<file path="config.mk">
export PLATFORM = sky130hd
export DESIGN_NAME = mdm_hs_top
export DESIGN_NICKNAME = d
export VERILOG_FILES = /design/src/rtl/mdm_pkg.sv /design/src/rtl/mdm_sync.sv /design/src/rtl/mdm_ctrl_reg.sv /design/src/rtl/mdm_ring_det.sv /design/src/rtl/mdm_hs_top.sv
export SDC_FILE = /design/constraint.sdc
export NUM_CORES = 1
export LEC_CHECK = 0
export BUFFER_PORTS_ARGS = -buffer_cell sky130_fd_sc_hd__buf_2
export CAP_MARGIN = 10
export CORE_MARGIN = 5
export CORE_UTILIZATION = 44
export CTS_CLUSTER_SIZE = 16
export DETAILED_ROUTE_END_ITERATION = 6
export GPL_TIMING_DRIVEN = 0
export MAX_ROUTING_LAYER = met4
export PLACE_DENSITY = 0.76
export SKIP_LAST_GASP = 1
export SLEW_MARGIN = 0
export SYNTH_ARGS = -nofsm -noshare
export SYNTH_HDL_FRONTEND = slang
export SYNTH_SLANG_ARGS = --single-unit
</file>
<file path="constraint.sdc">
create_clock -name clk -period 1.17 [get_ports clk]
set_input_delay 0.1755 -clock clk [delete_from_list [all_inputs] [get_ports clk]]
set_output_delay 0.1755 -clock clk [all_outputs]
set_load 0.005 [all_outputs]
</file>
<file path="src/rtl/mdm_pkg.sv">
package mdm_pkg;
  localparam int REG_W     = 8;
  localparam int SYNC_LEN  = 2;
  // control register bit positions
  localparam int C_RTS     = 1;
  localparam int C_OUT1    = 2;
  localparam int C_OUT2    = 3;
  localparam int C_LOOP    = 4;
  localparam int C_AUTO    = 5;
  // status register bit positions
  localparam int S_TRAIL   = 2;
  localparam int S_RING    = 6;

  // active-low pin level from a control bit and an override
  function automatic logic pin_level(input logic ctl, input logic force_idle);
    return ~(ctl & ~force_idle);
  endfunction

  // status byte from the two live fields
  function automatic logic [REG_W-1:0] status_byte(input logic ring_now, input logic trail);
    logic [REG_W-1:0] v;
    v = '0;
    v[S_RING]  = ring_now;
    v[S_TRAIL] = trail;
    return v;
  endfunction
endpackage

</file>
<file path="src/rtl/mdm_sync.sv">
module mdm_sync #(
  parameter int STAGES = 2,
  parameter logic RST_VAL = 1'b1
) (
  input  logic clk,
  input  logic rst_n,
  input  logic d_async,
  output logic q_sync
);
  logic [STAGES-1:0] chain;

  genvar g;
  generate
    for (g = 0; g < STAGES; g++) begin : g_stage
      if (g == 0) begin : g_first
        always_ff @(posedge clk or negedge rst_n)
          if (!rst_n) chain[0] <= RST_VAL;
          else        chain[0] <= d_async;
      end else begin : g_next
        always_ff @(posedge clk or negedge rst_n)
          if (!rst_n) chain[g] <= RST_VAL;
          else        chain[g] <= chain[g-1];
      end
    end
  endgenerate

  assign q_sync = chain[STAGES-1];
endmodule

</file>
<file path="src/rtl/mdm_ctrl_reg.sv">
module mdm_ctrl_reg
  import mdm_pkg::*;
(
  input  logic             clk,
  input  logic             rst_n,
  input  logic             ctl_wr,
  input  logic [REG_W-1:0] wdata,
  input  logic             rx_thresh_hit,
  output logic [REG_W-1:0] ctl_q,
  output logic             rts_n,
  output logic             out1_n,
  output logic             out2_n
);
  logic loop_on;
  logic rts_throttle;

  always_ff @(posedge clk or negedge rst_n)
    if (!rst_n)      ctl_q <= '0;
    else if (ctl_wr) ctl_q <= wdata;

  assign loop_on      = ctl_q[C_LOOP];
  assign rts_throttle = ctl_q[C_AUTO] & rx_thresh_hit;

  assign rts_n  = pin_level(ctl_q[C_RTS], loop_on | rts_throttle);
  assign out1_n = pin_level(ctl_q[C_OUT1], loop_on);
  assign out2_n = pin_level(ctl_q[C_OUT2], loop_on);

  assert_loop_idle_R3: assert property (@(posedge clk) disable iff (!rst_n)
    loop_on |-> (rts_n && out1_n && out2_n));

  assert_auto_rts_R4: assert property (@(posedge clk) disable iff (!rst_n)
    (ctl_q[C_AUTO] && rx_thresh_hit) |-> rts_n);

  assert_readback_R9: assert property (@(posedge clk) disable iff (!rst_n)
    ctl_wr |=> (ctl_q == $past(wdata)));
endmodule

</file>
<file path="src/rtl/mdm_ring_det.sv">
module mdm_ring_det (
  input  logic clk,
  input  logic rst_n,
  input  logic ring_level,   // synchronized pin level, high = idle
  input  logic msi_en,
  input  logic st_rd,
  output logic ring_rise,
  output logic trail_q,
  output logic irq_q
);
  logic level_d;

  always_ff @(posedge clk or negedge rst_n)
    if (!rst_n) level_d <= 1'b1;
    else        level_d <= ring_level;

  assign ring_rise = ring_level & ~level_d;

  always_ff @(posedge clk or negedge rst_n)
    if (!rst_n) begin
      trail_q <= 1'b0;
      irq_q   <= 1'b0;
    end else begin
      if (ring_rise)  trail_q <= 1'b1;
      else if (st_rd) trail_q <= 1'b0;
      if (ring_rise && msi_en) irq_q <= 1'b1;
      else if (st_rd)          irq_q <= 1'b0;
    end

  assert_rise_sets_R6: assert property (@(posedge clk) disable iff (!rst_n)
    ring_rise |=> trail_q);

  assert_irq_raise_R7: assert property (@(posedge clk) disable iff (!rst_n)
    (ring_rise && msi_en) |=> irq_q);

  assert_read_clears_R8: assert property (@(posedge clk) disable iff (!rst_n)
    (st_rd && !ring_rise) |=> (!trail_q && !irq_q));
endmodule

</file>
<file path="src/rtl/mdm_hs_top.sv">
module mdm_hs_top
  import mdm_pkg::*;
(
  input  logic             clk,
  input  logic             rst_n,
  input  logic             reg_sel,
  input  logic             wr_en,
  input  logic             rd_en,
  input  logic [REG_W-1:0] wdata,
  output logic [REG_W-1:0] rdata,
  input  logic             rx_thresh_hit,
  input  logic             msi_en,
  input  logic             ring_n,
  output logic             rts_n,
  output logic             out1_n,
  output logic             out2_n,
  output logic             msi_irq
);
  logic [REG_W-1:0] ctl_q;
  logic             ring_lvl;
  logic             ring_rise;
  logic             trail_q;
  logic             ctl_wr;
  logic             st_rd;

  assign ctl_wr = wr_en & ~reg_sel;
  assign st_rd  = rd_en & reg_sel;

  mdm_ctrl_reg u_ctrl (
    .clk(clk), .rst_n(rst_n), .ctl_wr(ctl_wr), .wdata(wdata),
    .rx_thresh_hit(rx_thresh_hit), .ctl_q(ctl_q),
    .rts_n(rts_n), .out1_n(out1_n), .out2_n(out2_n)
  );

  mdm_sync #(.STAGES(SYNC_LEN), .RST_VAL(1'b1)) u_sync (
    .clk(clk), .rst_n(rst_n), .d_async(ring_n), .q_sync(ring_lvl)
  );

  mdm_ring_det u_ring (
    .clk(clk), .rst_n(rst_n), .ring_level(ring_lvl), .msi_en(msi_en),
    .st_rd(st_rd), .ring_rise(ring_rise), .trail_q(trail_q), .irq_q(msi_irq)
  );

  assign rdata = reg_sel ? status_byte(~ring_lvl, trail_q) : ctl_q;

  assert_reset_idle_R2: assert property (@(posedge clk) disable iff (!rst_n)
    (ctl_q == '0) |-> (rts_n && out1_n && out2_n));

  assert_status_quiet_R5: assert property (@(posedge clk) disable iff (!rst_n)
    reg_sel |-> ((rdata & ~(8'h44)) == '0));
endmodule

</file>
# Yosys cells after proc, flatten, opt, wreduce, memory -nomap -nowiden
# Cells that the tools add are included.
# word_totals
ff_bits	13
out_inout_bits	12
wordCells	29
# classes
reduce_logical	3
bitwise	16
mux	4
# ops
op	n
$mux 8	1
$not 1->1	8
$and 1x1->1	7
$reduce_bool 2->1	2
$mux 1	3
$logic_and 1x1->1	1
$or 1x1->1	1

# Depth between registers and ports, before layout
# Gate-level depths: netlist of the first run.
# depth
word_depth	5
ltp_mapped	4
mapped_depth_nobuf	2

# Cells and area by module
# A second synthesis of the first run with hierarchy kept.
# unflattened
hier_cells	42
area_unflattened_um2	626.9
# by_module_without_submodules
mod	n_inst	cells_each	area_per_inst_um2	seq_area_each_um2
mdm_ctrl_reg	1	21	355.3	200.2
mdm_ring_det	1	7	110.1	76.3
mdm_hs_top	1	12	108.9	0.0
mdm_sync	1	2	52.6	52.6

# Least setup slack after synthesis of the first run
# OpenSTA, ideal clock, no wires.
# synth_path
path_kind	input to register
from	input reg_sel
to	register u_ctrl.ctl_q[0]
required_ns	1.045
path_stages	4
setup_slack_ns	0.219
setup_ns	0.125
arrival_time_ns	0.826
path_buffers	2
path_cell_list	buf_6 -> nor2b_4 -> buf_12 -> mux2_4
# synth_via
elab_chain_cells	2
# synth_lines
item	line_no	text
start, declared	mdm_hs_top.sv:6	input logic reg_sel,
$not 1->1	mdm_hs_top.sv:26	assign ctl_wr = wr_en & ~reg_sel;
$and 1x1->1	mdm_hs_top.sv:26	
end signal, assigned	mdm_ctrl_reg.sv:19	else if (ctl_wr) ctl_q <= wdata;
end, declared	mdm_ctrl_reg.sv:9	output logic [REG_W-1:0] ctl_q,
# Every way passes these cells.
# A chain may end at the register's enable or synchronous reset.

# Final worst setup path of the first run
# layout_path
from	register u_ctrl.ctl_q[2]
to	output rdata[2]
# layout_via
elab_chain_cells	1
# layout_lines
item	line_no	text
$mux 8	mdm_hs_top.sv:44	assign rdata = reg_sel ? status_byte(~ring_lvl, trail_q) : ctl_q;
end, declared	mdm_hs_top.sv:10	output logic [REG_W-1:0] rdata,
# Every way passes these cells.

==> impl_results.html, run 1 <==
<table>
<tr><th>Metric</th><th>Value</th></tr>
<tr><th colspan="2">Global route</th></tr>
<tr><td>GRT Resource Usage Total</td><td>0.1119</td></tr>
<tr><td>First-pass GRT wire length</td><td>1.628 mm</td></tr>
<tr><td>Aggregate global routing overflow</td><td>0</td></tr>
<tr><td>Initial antenna violation count</td><td>0</td></tr>
<tr><td>Number of global-route vias before repair</td><td>386</td></tr>
<tr><td>Pin count of the biggest net entering global routing</td><td>14</td></tr>
<tr><th colspan="2">STA</th></tr>
<tr><td>Number of pins exceeding their max-slew limit in the final report</td><td>0</td></tr>
<tr><td>Final critical-path setup slack</td><td>-32.18 ps</td></tr>
<tr><td>RSZ-0062 raised after global routing</td><td>yes</td></tr>
<tr><td>Final count of hold timing violations</td><td>0</td></tr>
<tr><td>Max Clock Freq</td><td>0.8318 GHz</td></tr>
<tr><td>Final setup violation count</td><td>1</td></tr>
<tr><td>Clk_skew</td><td>5.901 ps</td></tr>
<tr><td>Min cycle time layout</td><td>1202 ps</td></tr>
<tr><td>Period Utilization, post-route</td><td>1.028</td></tr>
<tr><td>Slew at the pin closest to its max-slew limit</td><td>285.1 ps</td></tr>
<tr><td>Worst slew margin relative to its limit</td><td>0.8100</td></tr>
<tr><th colspan="2">Synthesis</th></tr>
<tr><td>Synth warnings</td><td>0</td></tr>
<tr><td>FF+latch count, synth</td><td>13</td></tr>
<tr><td>Cells taking the most area after synthesis</td><td>dfrtp_1 (40%), mux2_4 (19%), dfstp_2 (13%)</td></tr>
<tr><td>Per-instance average area after synthesis</td><td>15.17 sq um</td></tr>
<tr><td>Cell type with the highest aggregate area in the netlist</td><td>dfrtp_1</td></tr>
<tr><td>Mapped Cells</td><td>41</td></tr>
<tr><td>Area of the mapped netlist</td><td>621.8 sq um</td></tr>
<tr><td>Fraction of the yosys area taken by sequential cells</td><td>0.5292</td></tr>
<tr><td>Number of distinct standard cells referenced by the synthesized netlist</td><td>16</td></tr>
<tr><td>Yosys top cell area share</td><td>0.4024</td></tr>
<tr><td>Number of nets in the synthesized netlist</td><td>57</td></tr>
<tr><th colspan="2">Floorplan</th></tr>
<tr><td>Initial Util</td><td>0.4720</td></tr>
<tr><td>Die ar.</td><td>2265 sq um</td></tr>
<tr><td>Die outline height</td><td>47.60 microns</td></tr>
<tr><td>Number of standard-cell rows in the floorplan</td><td>13</td></tr>
<tr><td>Width of the chip</td><td>47.60 microns</td></tr>
<tr><td>Number of top-level pins</td><td>28</td></tr>
<tr><td>Core region area</td><td>1318 sq um</td></tr>
<tr><th colspan="2">Power and ir drop</th></tr>
<tr><td>Relative contribution of sequential cells to total power</td><td>0.498</td></tr>
<tr><td>Maximum resistive drop on vdd</td><td>0.0008425 V</td></tr>
<tr><td>Clk network pwr share</td><td>0.237</td></tr>
<tr><td>PwrDens</td><td>1243 nW/um^2</td></tr>
<tr><td>Leakage Power</td><td>0.4587 nW</td></tr>
<tr><td>Overall power consumption</td><td>0.001087 W</td></tr>
<tr><td>Switching pwr</td><td>0.0002555 W</td></tr>
<tr><td>Cell internal pwr</td><td>0.0008320 W</td></tr>
<tr><td>Proportion of power drawn by combinational gates</td><td>0.265</td></tr>
<tr><td>Switching power as a share of total power</td><td>0.2349</td></tr>
<tr><th colspan="2">Setup path</th></tr>
<tr><td>Data arrival, critical path</td><td>1030 ps</td></tr>
<tr><td>Critical path startpoint category</td><td>flop</td></tr>
<tr><td>Largest stage delay on the critical path</td><td>380 ps</td></tr>
<tr><td>Chain of cells forming the critical path</td><td>mux2_2, buf_2</td></tr>
<tr><td>Capturing point of the worst reg2reg path</td><td>u_ctrl.ctl_q[3]</td></tr>
<tr><td>Reg2Reg Launch Point</td><td>u_ctrl.ctl_q[3]</td></tr>
<tr><td>FF-to-FF path depth</td><td>3</td></tr>
<tr><td>Combined buffer and inverter count along the critical path</td><td>1</td></tr>
<tr><td>Cell type group with the largest total delay on the critical path</td><td>flip-flops</td></tr>
<tr><td>Maximum fanout count along the critical path</td><td>2</td></tr>
<tr><td>Data required, critical path</td><td>990 ps</td></tr>
<tr><td>CP Class</td><td>reg2out</td></tr>
<tr><td>Type of destination of the critical path</td><td>output port</td></tr>
<tr><td>R2R setup slack</td><td>150 ps</td></tr>
<tr><td>Cell with the biggest individual delay on the critical path</td><td>dfrtp_1</td></tr>
<tr><th colspan="2">Layout</th></tr>
<tr><td>Commonest cells after routing, fill and taps aside</td><td>buf_2 (23), dfrtp_1 (10), mux2_4 (8)</td></tr>
<tr><td>Proportion of layout cells with a drive suffix above 1</td><td>0.7179</td></tr>
<tr><td>Final Instance Count excl. Fillers</td><td>93</td></tr>
<tr><td>Filler instances</td><td>111</td></tr>
<tr><td>Core utilization of the finished layout</td><td>0.6638</td></tr>
<tr><td>Area grow syn2layout</td><td>40.64%</td></tr>
<tr><td>Count of antenna diodes in the layout</td><td>0</td></tr>
<tr><td>Commonest non-fill, non-tap cell in the layout</td><td>buf_2</td></tr>
<tr><td>Final-stage net count</td><td>95</td></tr>
<tr><th colspan="2">Place</th></tr>
<tr><td>Buffers on Ports</td><td>26</td></tr>
<tr><td>Dpl cells</td><td>82</td></tr>
<tr><td>Final GP Congestion</td><td>0.6433</td></tr>
<tr><th colspan="2">Run</th></tr>
<tr><td>Number of maximum-capacitance violations</td><td>0</td></tr>
<tr><th colspan="2">Detailed routing</th></tr>
<tr><td>Met3 wire length</td><td>106 microns</td></tr>
<tr><td>Detail Route met2 WL</td><td>579 microns</td></tr>
<tr><td>Detailed-router iteration count before antenna repair</td><td>1</td></tr>
<tr><td>Number of nets still failing antenna checks after routing</td><td>0</td></tr>
<tr><td>Mean routed wirelength per cell</td><td>12.45 microns</td></tr>
<tr><td>DRC</td><td>0</td></tr>
<tr><td>Via density per instance</td><td>4.624</td></tr>
<tr><td>Starting DRT DRC Count</td><td>0</td></tr>
<tr><td>Via Count</td><td>430</td></tr>
<tr><td>WL met1</td><td>471 microns</td></tr>
<tr><td>Top metal layer carrying routed signals</td><td>met3</td></tr>
<tr><td>Drt total wl</td><td>1.158 mm</td></tr>
<tr><th colspan="2">Worst hold path</th></tr>
<tr><td>Kind of path behind the tightest hold check</td><td>in2reg</td></tr>
<tr><td>Source of the worst hold timing path</td><td>msi_en</td></tr>
<tr><td>WHS Path Cells</td><td>2</td></tr>
<tr><td>Destination of the worst hold path</td><td>u_ring.irq_q</td></tr>
<tr><th colspan="2">Clock tree</th></tr>
<tr><td>TritonCTS Buffers</td><td>3</td></tr>
<tr><td>TritonCTS clock tree</td><td>built</td></tr>
<tr><td>Clock network latency to the later pin of the worst-skew pair</td><td>270 ps</td></tr>
<tr><td>H-tree level count</td><td>1</td></tr>
<tr><td>Clock tree sinks</td><td>13</td></tr>
<tr><td>Clock root buffer master</td><td>clkbuf_4</td></tr>
<tr><td>Maximum count of clock buffers along a single path</td><td>2</td></tr>
<tr><td>Clk slew on worst S/H paths</td><td>80 ps</td></tr>
<tr><th colspan="2">Outcome</th></tr>
<tr><td>Violations in the final reports</td><td>negative setup slack</td></tr>
<tr><td>Outcome</td><td>finished, violations left</td></tr>
</table>
[cell type report]
class | instances | area [sq um] | area share
tap | 15 | 18.77 | 0.02146
inverter | 1 | 3.754 | 0.004292
buffer | 2 | 31.28 | 0.03577
sequential | 13 | 329.1 | 0.3763
clock inverter | 1 | 5.005 | 0.005722
multi-input combinational | 25 | 257.7 | 0.2947
timing repair buffer | 33 | 206.4 | 0.2361
clock buffer | 3 | 22.52 | 0.02575
[worst max path at each step]
stage / end / cells past startpoint / from / slack, ps
floorplan: u_ctrl.ctl_q[0] / 4 / reg_sel / 220
global placement: u_ctrl.ctl_q[6] / 4 / reg_sel / 190
detailed placement: u_ctrl.ctl_q[0] / 4 / reg_sel / 170
CTS: rdata[2] / 2 / u_ctrl.ctl_q[2] / -50
global route: rdata[2] / 2 / u_ctrl.ctl_q[2] / -90
finish: rdata[2] / 2 / u_ctrl.ctl_q[2] / -30
[power by group through the flow]
stage	clock (W)	sequential (W)	combinational [W]
after floorplan	0	0.000541	0.000148
after global placement	0	0.000551	0.000231
after detailed placement	0	0.000552	0.000237
after CTS	0.000277	0.000542	0.000269
after global routing	0.000296	0.000550	0.000311
final	0.000258	0.000541	0.000288
[through the flow]
| step | hold slack (ps) | setup slack (ps) | setup TNS, ps | cell area, sq um |
|---|---|---|---|---|
| final | 130.4 | -32.18 | -32.18 | 874.6 |
| after global routing | 110.2 | -92.31 | -371.2 | 874.6 |
| after CTS | 120.6 | -52.99 | -70.46 | 848.3 |
| after detailed placement | 69.24 | 174.8 | 0 | 770.7 |
| after global placement | 68.92 | 188.8 | 0 | 770.7 |
| after floorplan | -120.1 | 218.7 | 0 | 621.8 |
[worst reg2reg max path: cells and delay by family, from the launching register on]
family   cells  cell delay (ps)
mux          1              250
buf+inv      2              260
flops        1              400
[cell usage after synthesis (all sizes together)]
library cell and instances:
dfrtp 10, a21o 1, buf 2, nand2 2
nor2b 2, nand2b 2, nand3b 1, and2b 6
inv 1, a22o 1, mux2i 1, mux2 9
dfstp 3
[registers in the layout, indices dropped and copies added (netlist names)]
| name | flops |
|---|---|
| u_sync.q_sync | 1 |
| u_ring.trail_q | 1 |
| u_sync.chain | 1 |
| u_ctrl.ctl_q | 8 |
| u_ring.level_d | 1 |
| u_ring.irq_q | 1 |
[kinds of logic (layout without fill, tap and decap cells)]
| group | count (synthesis) | after routing | share of synthesized area |
|---|---|---|---|
| AOI/OAI and AO/OA | 2 | 2 | 0.02616 |
| and+or+nand+nor | 13 | 13 | 0.1610 |
| buffers and inverters | 3 | 40 | 0.05633 |
| muxes | 10 | 10 | 0.2274 |
| DFF | 13 | 13 | 0.5292 |
[per-layer routing]
metal / vias to the layer above / GRT usage
met1: 204 / 0.1388
met5: - / -
li1: 211 / -
met2: 15 / 0.1658
met3: 0 / 0.04887
met4: 0 / 0.03226
[repair_timing]
item,4_1_cts,5_1_grt
resized for setup,0,3
endpoints found under the hold margin,11,0
setup buffers,4,1
setup endpoints to repair,5,11
hold buffers,2,0
Power figures use the tool's default switching activity.
==> inputs of run 2 (changes only) <==
--- a/config.mk
+++ b/config.mk
@@ -11,9 +11,9 @@
 export CORE_UTILIZATION = 44
 export CTS_CLUSTER_SIZE = 16
 export DETAILED_ROUTE_END_ITERATION = 6
-export GPL_TIMING_DRIVEN = 0
 export MAX_ROUTING_LAYER = met4
 export PLACE_DENSITY = 0.76
+export RECOVER_POWER = 25
 export SKIP_LAST_GASP = 1
 export SLEW_MARGIN = 0
 export SYNTH_ARGS = -nofsm -noshare
==> run 2 against run 1 <==
Compared with the run above:
- the run still ends with negative setup slack left
- via count up 2.8%
- non-clock buffer count unchanged
- total power up 2.1%
- critical path type unchanged
==> impl_results.html, run 2 (same netlist as run 1, synthesis figures left out) <==
<table>
<tr><th>Metric</th><th>Value</th></tr>
<tr><th colspan="2">Global route</th></tr>
<tr><td>Pin count of the biggest net entering global routing</td><td>14 (unchanged)</td></tr>
<tr><td>Aggregate global routing overflow</td><td>0 (unchanged)</td></tr>
<tr><td>GRT Resource Usage Total</td><td>0.1329 (was 0.1119)</td></tr>
<tr><td>Initial antenna violation count</td><td>0 (unchanged)</td></tr>
<tr><td>First-pass GRT wire length</td><td>1.966 mm (was 1.628 mm)</td></tr>
<tr><td>Number of global-route vias before repair</td><td>446 (was 386)</td></tr>
<tr><th colspan="2">Layout</th></tr>
<tr><td>Final Instance Count excl. Fillers</td><td>93 (unchanged)</td></tr>
<tr><td>Flip-flop count of the largest register, all copies and words added</td><td>8 (unchanged)</td></tr>
<tr><td>Filler instances</td><td>105 (was 111)</td></tr>
<tr><td>Count of antenna diodes in the layout</td><td>0 (unchanged)</td></tr>
<tr><td>Area grow syn2layout</td><td>38.63% (was 40.64%)</td></tr>
<tr><td>Proportion of layout cells with a drive suffix above 1</td><td>0.7179 (unchanged)</td></tr>
<tr><td>Core utilization of the finished layout</td><td>0.6543 (was 0.6638)</td></tr>
<tr><td>Commonest cells after routing, fill and taps aside</td><td>buf_2 (23), dfrtp_1 (10), mux2_4 (8) (unchanged)</td></tr>
<tr><td>Final-stage net count</td><td>95 (unchanged)</td></tr>
<tr><td>Commonest non-fill, non-tap cell in the layout</td><td>buf_2 (unchanged)</td></tr>
<tr><td>Register with the highest flop count</td><td>u_ctrl.ctl_q (unchanged)</td></tr>
<tr><td>Multi-input gate area in the final layout</td><td>265.3 sq um (was 257.7 sq um)</td></tr>
<tr><td>Area taken by flip-flops and latches</td><td>329.1 sq um (unchanged)</td></tr>
<tr><th colspan="2">Floorplan</th></tr>
<tr><td>Die ar.</td><td>2265 sq um (unchanged)</td></tr>
<tr><td>Number of top-level pins</td><td>28 (unchanged)</td></tr>
<tr><td>Core region area</td><td>1318 sq um (unchanged)</td></tr>
<tr><td>Die outline height</td><td>47.60 microns (unchanged)</td></tr>
<tr><td>Number of standard-cell rows in the floorplan</td><td>13 (unchanged)</td></tr>
<tr><td>Width of the chip</td><td>47.60 microns (unchanged)</td></tr>
<tr><td>Initial Util</td><td>0.4720 (unchanged)</td></tr>
<tr><th colspan="2">Worst hold path</th></tr>
<tr><td>WHS Path Cells</td><td>2 (unchanged)</td></tr>
<tr><td>Destination of the worst hold path</td><td>u_ctrl.ctl_q[7] (was u_ring.irq_q)</td></tr>
<tr><td>Source of the worst hold timing path</td><td>wdata[7] (was msi_en)</td></tr>
<tr><td>Kind of path behind the tightest hold check</td><td>in2reg (unchanged)</td></tr>
<tr><th colspan="2">STA</th></tr>
<tr><td>Worst slew margin relative to its limit</td><td>0.5419 (was 0.8100)</td></tr>
<tr><td>Max Clock Freq</td><td>0.8154 GHz (was 0.8318 GHz)</td></tr>
<tr><td>RSZ-0062 raised after global routing</td><td>yes (unchanged)</td></tr>
<tr><td>Number of pins exceeding their max-slew limit in the final report</td><td>0 (unchanged)</td></tr>
<tr><td>Final setup violation count</td><td>4 (was 1)</td></tr>
<tr><td>Final critical-path setup slack</td><td>-56.38 ps (was -32.18 ps)</td></tr>
<tr><td>Min cycle time layout</td><td>1226 ps (was 1202 ps)</td></tr>
<tr><td>Slew at the pin closest to its max-slew limit</td><td>687.1 ps (was 285.1 ps)</td></tr>
<tr><td>Clk_skew</td><td>0.4359 ps (was 5.901 ps)</td></tr>
<tr><td>Period Utilization, post-route</td><td>1.048 (was 1.028)</td></tr>
<tr><td>Final count of hold timing violations</td><td>0 (unchanged)</td></tr>
<tr><th colspan="2">Setup path</th></tr>
<tr><td>Largest stage delay on the critical path</td><td>390 ps (was 380 ps)</td></tr>
<tr><td>Chain of cells forming the critical path</td><td>mux2_2, buf_2 (unchanged)</td></tr>
<tr><td>Data required, critical path</td><td>990 ps (about the same)</td></tr>
<tr><td>Type of destination of the critical path</td><td>output port (unchanged)</td></tr>
<tr><td>CP Class</td><td>reg2out (unchanged)</td></tr>
<tr><td>Maximum fanout count along the critical path</td><td>2 (unchanged)</td></tr>
<tr><td>Critical path startpoint category</td><td>flop (unchanged)</td></tr>
<tr><td>R2R setup slack</td><td>160 ps (was 150 ps)</td></tr>
<tr><td>Reg2Reg Launch Point</td><td>u_ctrl.ctl_q[3] (unchanged)</td></tr>
<tr><td>Data arrival, critical path</td><td>1050 ps (was 1030 ps)</td></tr>
<tr><td>Cell with the biggest individual delay on the critical path</td><td>dfrtp_1 (unchanged)</td></tr>
<tr><td>Capturing point of the worst reg2reg path</td><td>u_ctrl.ctl_q[3] (unchanged)</td></tr>
<tr><td>FF-to-FF path depth</td><td>3 (unchanged)</td></tr>
<tr><td>Critical path origin</td><td>u_ctrl.ctl_q[2] (unchanged)</td></tr>
<tr><th colspan="2">Power and ir drop</th></tr>
<tr><td>Relative contribution of sequential cells to total power</td><td>0.488 (was 0.498)</td></tr>
<tr><td>Switching power as a share of total power</td><td>0.2466 (was 0.2349)</td></tr>
<tr><td>Proportion of power drawn by combinational gates</td><td>0.269 (was 0.265)</td></tr>
<tr><td>Switching pwr</td><td>0.0002737 W (was 0.0002555 W)</td></tr>
<tr><td>Leakage Power</td><td>0.4571 nW (was 0.4587 nW)</td></tr>
<tr><td>PwrDens</td><td>1288 nW/um^2 (was 1243 nW/um^2)</td></tr>
<tr><td>Maximum resistive drop on vdd</td><td>0.0008556 V (was 0.0008425 V)</td></tr>
<tr><td>Clk network pwr share</td><td>0.243 (was 0.237)</td></tr>
<tr><td>Cell internal pwr</td><td>0.0008364 W (was 0.0008320 W)</td></tr>
<tr><th colspan="2">Detailed routing</th></tr>
<tr><td>Via Count</td><td>442 (was 430)</td></tr>
<tr><td>Mean routed wirelength per cell</td><td>13.56 microns (was 12.45 microns)</td></tr>
<tr><td>Number of nets still failing antenna checks after routing</td><td>0 (unchanged)</td></tr>
<tr><td>Drt total wl</td><td>1.261 mm (was 1.158 mm)</td></tr>
<tr><td>DRC</td><td>0 (unchanged)</td></tr>
<tr><td>Via density per instance</td><td>4.753 (was 4.624)</td></tr>
<tr><td>Starting DRT DRC Count</td><td>2 (was 0)</td></tr>
<tr><td>Detailed-router iteration count before antenna repair</td><td>3 (was 1)</td></tr>
<tr><th colspan="2">Place</th></tr>
<tr><td>Dpl cells</td><td>81 (was 82)</td></tr>
<tr><td>Buffers on Ports</td><td>27 (was 26)</td></tr>
<tr><td>Final GP Congestion</td><td>0.7230 (was 0.6433)</td></tr>
<tr><th colspan="2">Clock tree</th></tr>
<tr><td>TritonCTS Buffers</td><td>3 (unchanged)</td></tr>
<tr><td>TritonCTS clock tree</td><td>built (unchanged)</td></tr>
<tr><td>Maximum count of clock buffers along a single path</td><td>2 (unchanged)</td></tr>
<tr><td>Clock tree sinks</td><td>13 (unchanged)</td></tr>
<tr><td>H-tree level count</td><td>1 (unchanged)</td></tr>
<tr><td>Clk slew on worst S/H paths</td><td>80 ps (about the same)</td></tr>
<tr><td>Clock root buffer master</td><td>clkbuf_4 (unchanged)</td></tr>
<tr><td>Clock network latency to the later pin of the worst-skew pair</td><td>270 ps (about the same)</td></tr>
<tr><th colspan="2">Outcome</th></tr>
<tr><td>Violations in the final reports</td><td>negative setup slack (unchanged)</td></tr>
<tr><td>Outcome</td><td>finished, violations left (unchanged)</td></tr>
<tr><th colspan="2">Run</th></tr>
<tr><td>Number of maximum-capacitance violations</td><td>0 (unchanged)</td></tr>
</table>
## run 2: per-stage QoR
step | instance area, sq um | total power, W | worst slack (ps) | hold WS, ps | TNS, ps
2_1_floorplan | 621.8 | 0.0006893 | 218.7 | -120.1 | 0
3_5_place_dp | 744.5 | 0.0007820 | 38.28 | 76.45 | 0
4_1_cts | 829.5 | 0.001093 | -66.71 | 117.0 | -125.0
5_1_grt | 862.1 | 0.001182 | -103.0 | 114.0 | -436.9
6_report | 862.1 | 0.001110 | -56.38 | 124.4 | -103.6
3_3_place_gp | 744.5 | 0.0007747 | 70.99 | 65.03 | 0
## run 2: layout make-up
| cell class | instances | share of cell area |
|---|---|---|
| clock inverter | 1 | 0.005806 |
| sequential | 13 | 0.3817 |
| inverter | 1 | 0.004354 |
| timing repair buffer | 35 | 0.2525 |
| multi-input combinational | 25 | 0.3077 |
| tap | 15 | 0.02177 |
| clock buffer | 3 | 0.02612 |
## run 2: timing repair
| item | CTS | global route |
|---|---|---|
| hold buffers | 2 | 0 |
| endpoints found under the hold margin | 11 | 0 |
| resized for setup | 0 | 4 |
| buffers inserted | 5 | 1 |
| setup endpoints to repair | 7 | 11 |
## run 2: worst max-delay path: cells and delay by family (launching register included)
kind | cells | cell delay (ps)
buf+inv | 1 | 130
mux | 1 | 260
flops | 1 | 390
## run 2: worst max-delay path by stage
stage / end / slack, ps / cells past startpoint
4_1_cts: rdata[2] / -70 / 2
5_1_grt: rdata[2] / -100 / 2
6_report: rdata[2] / -60 / 2
3_5_place_dp: u_ctrl.ctl_q[0] / 40 / 3
3_3_place_gp: u_ctrl.ctl_q[6] / 70 / 3
2_1_floorplan: u_ctrl.ctl_q[0] / 220 / 4
## run 2: per-layer routing
metal	up-vias	wire [microns]	global-route usage
li1	211	-	-
met2	15	677	0.2112
met3	0	95	0.03383
met5	-	0	-
met4	0	0	0.06452
met1	216	487	0.1560
## run 2: power by group through the flow
stage	registers [W]	clock network, W	logic (W)
after global routing	0.000550	0.000306	0.000326
after floorplan	0.000541	0	0.000148
after global placement	0.000551	0	0.000223
final	0.000542	0.000270	0.000298
after CTS	0.000541	0.000282	0.000269
after detailed placement	0.000554	0	0.000228
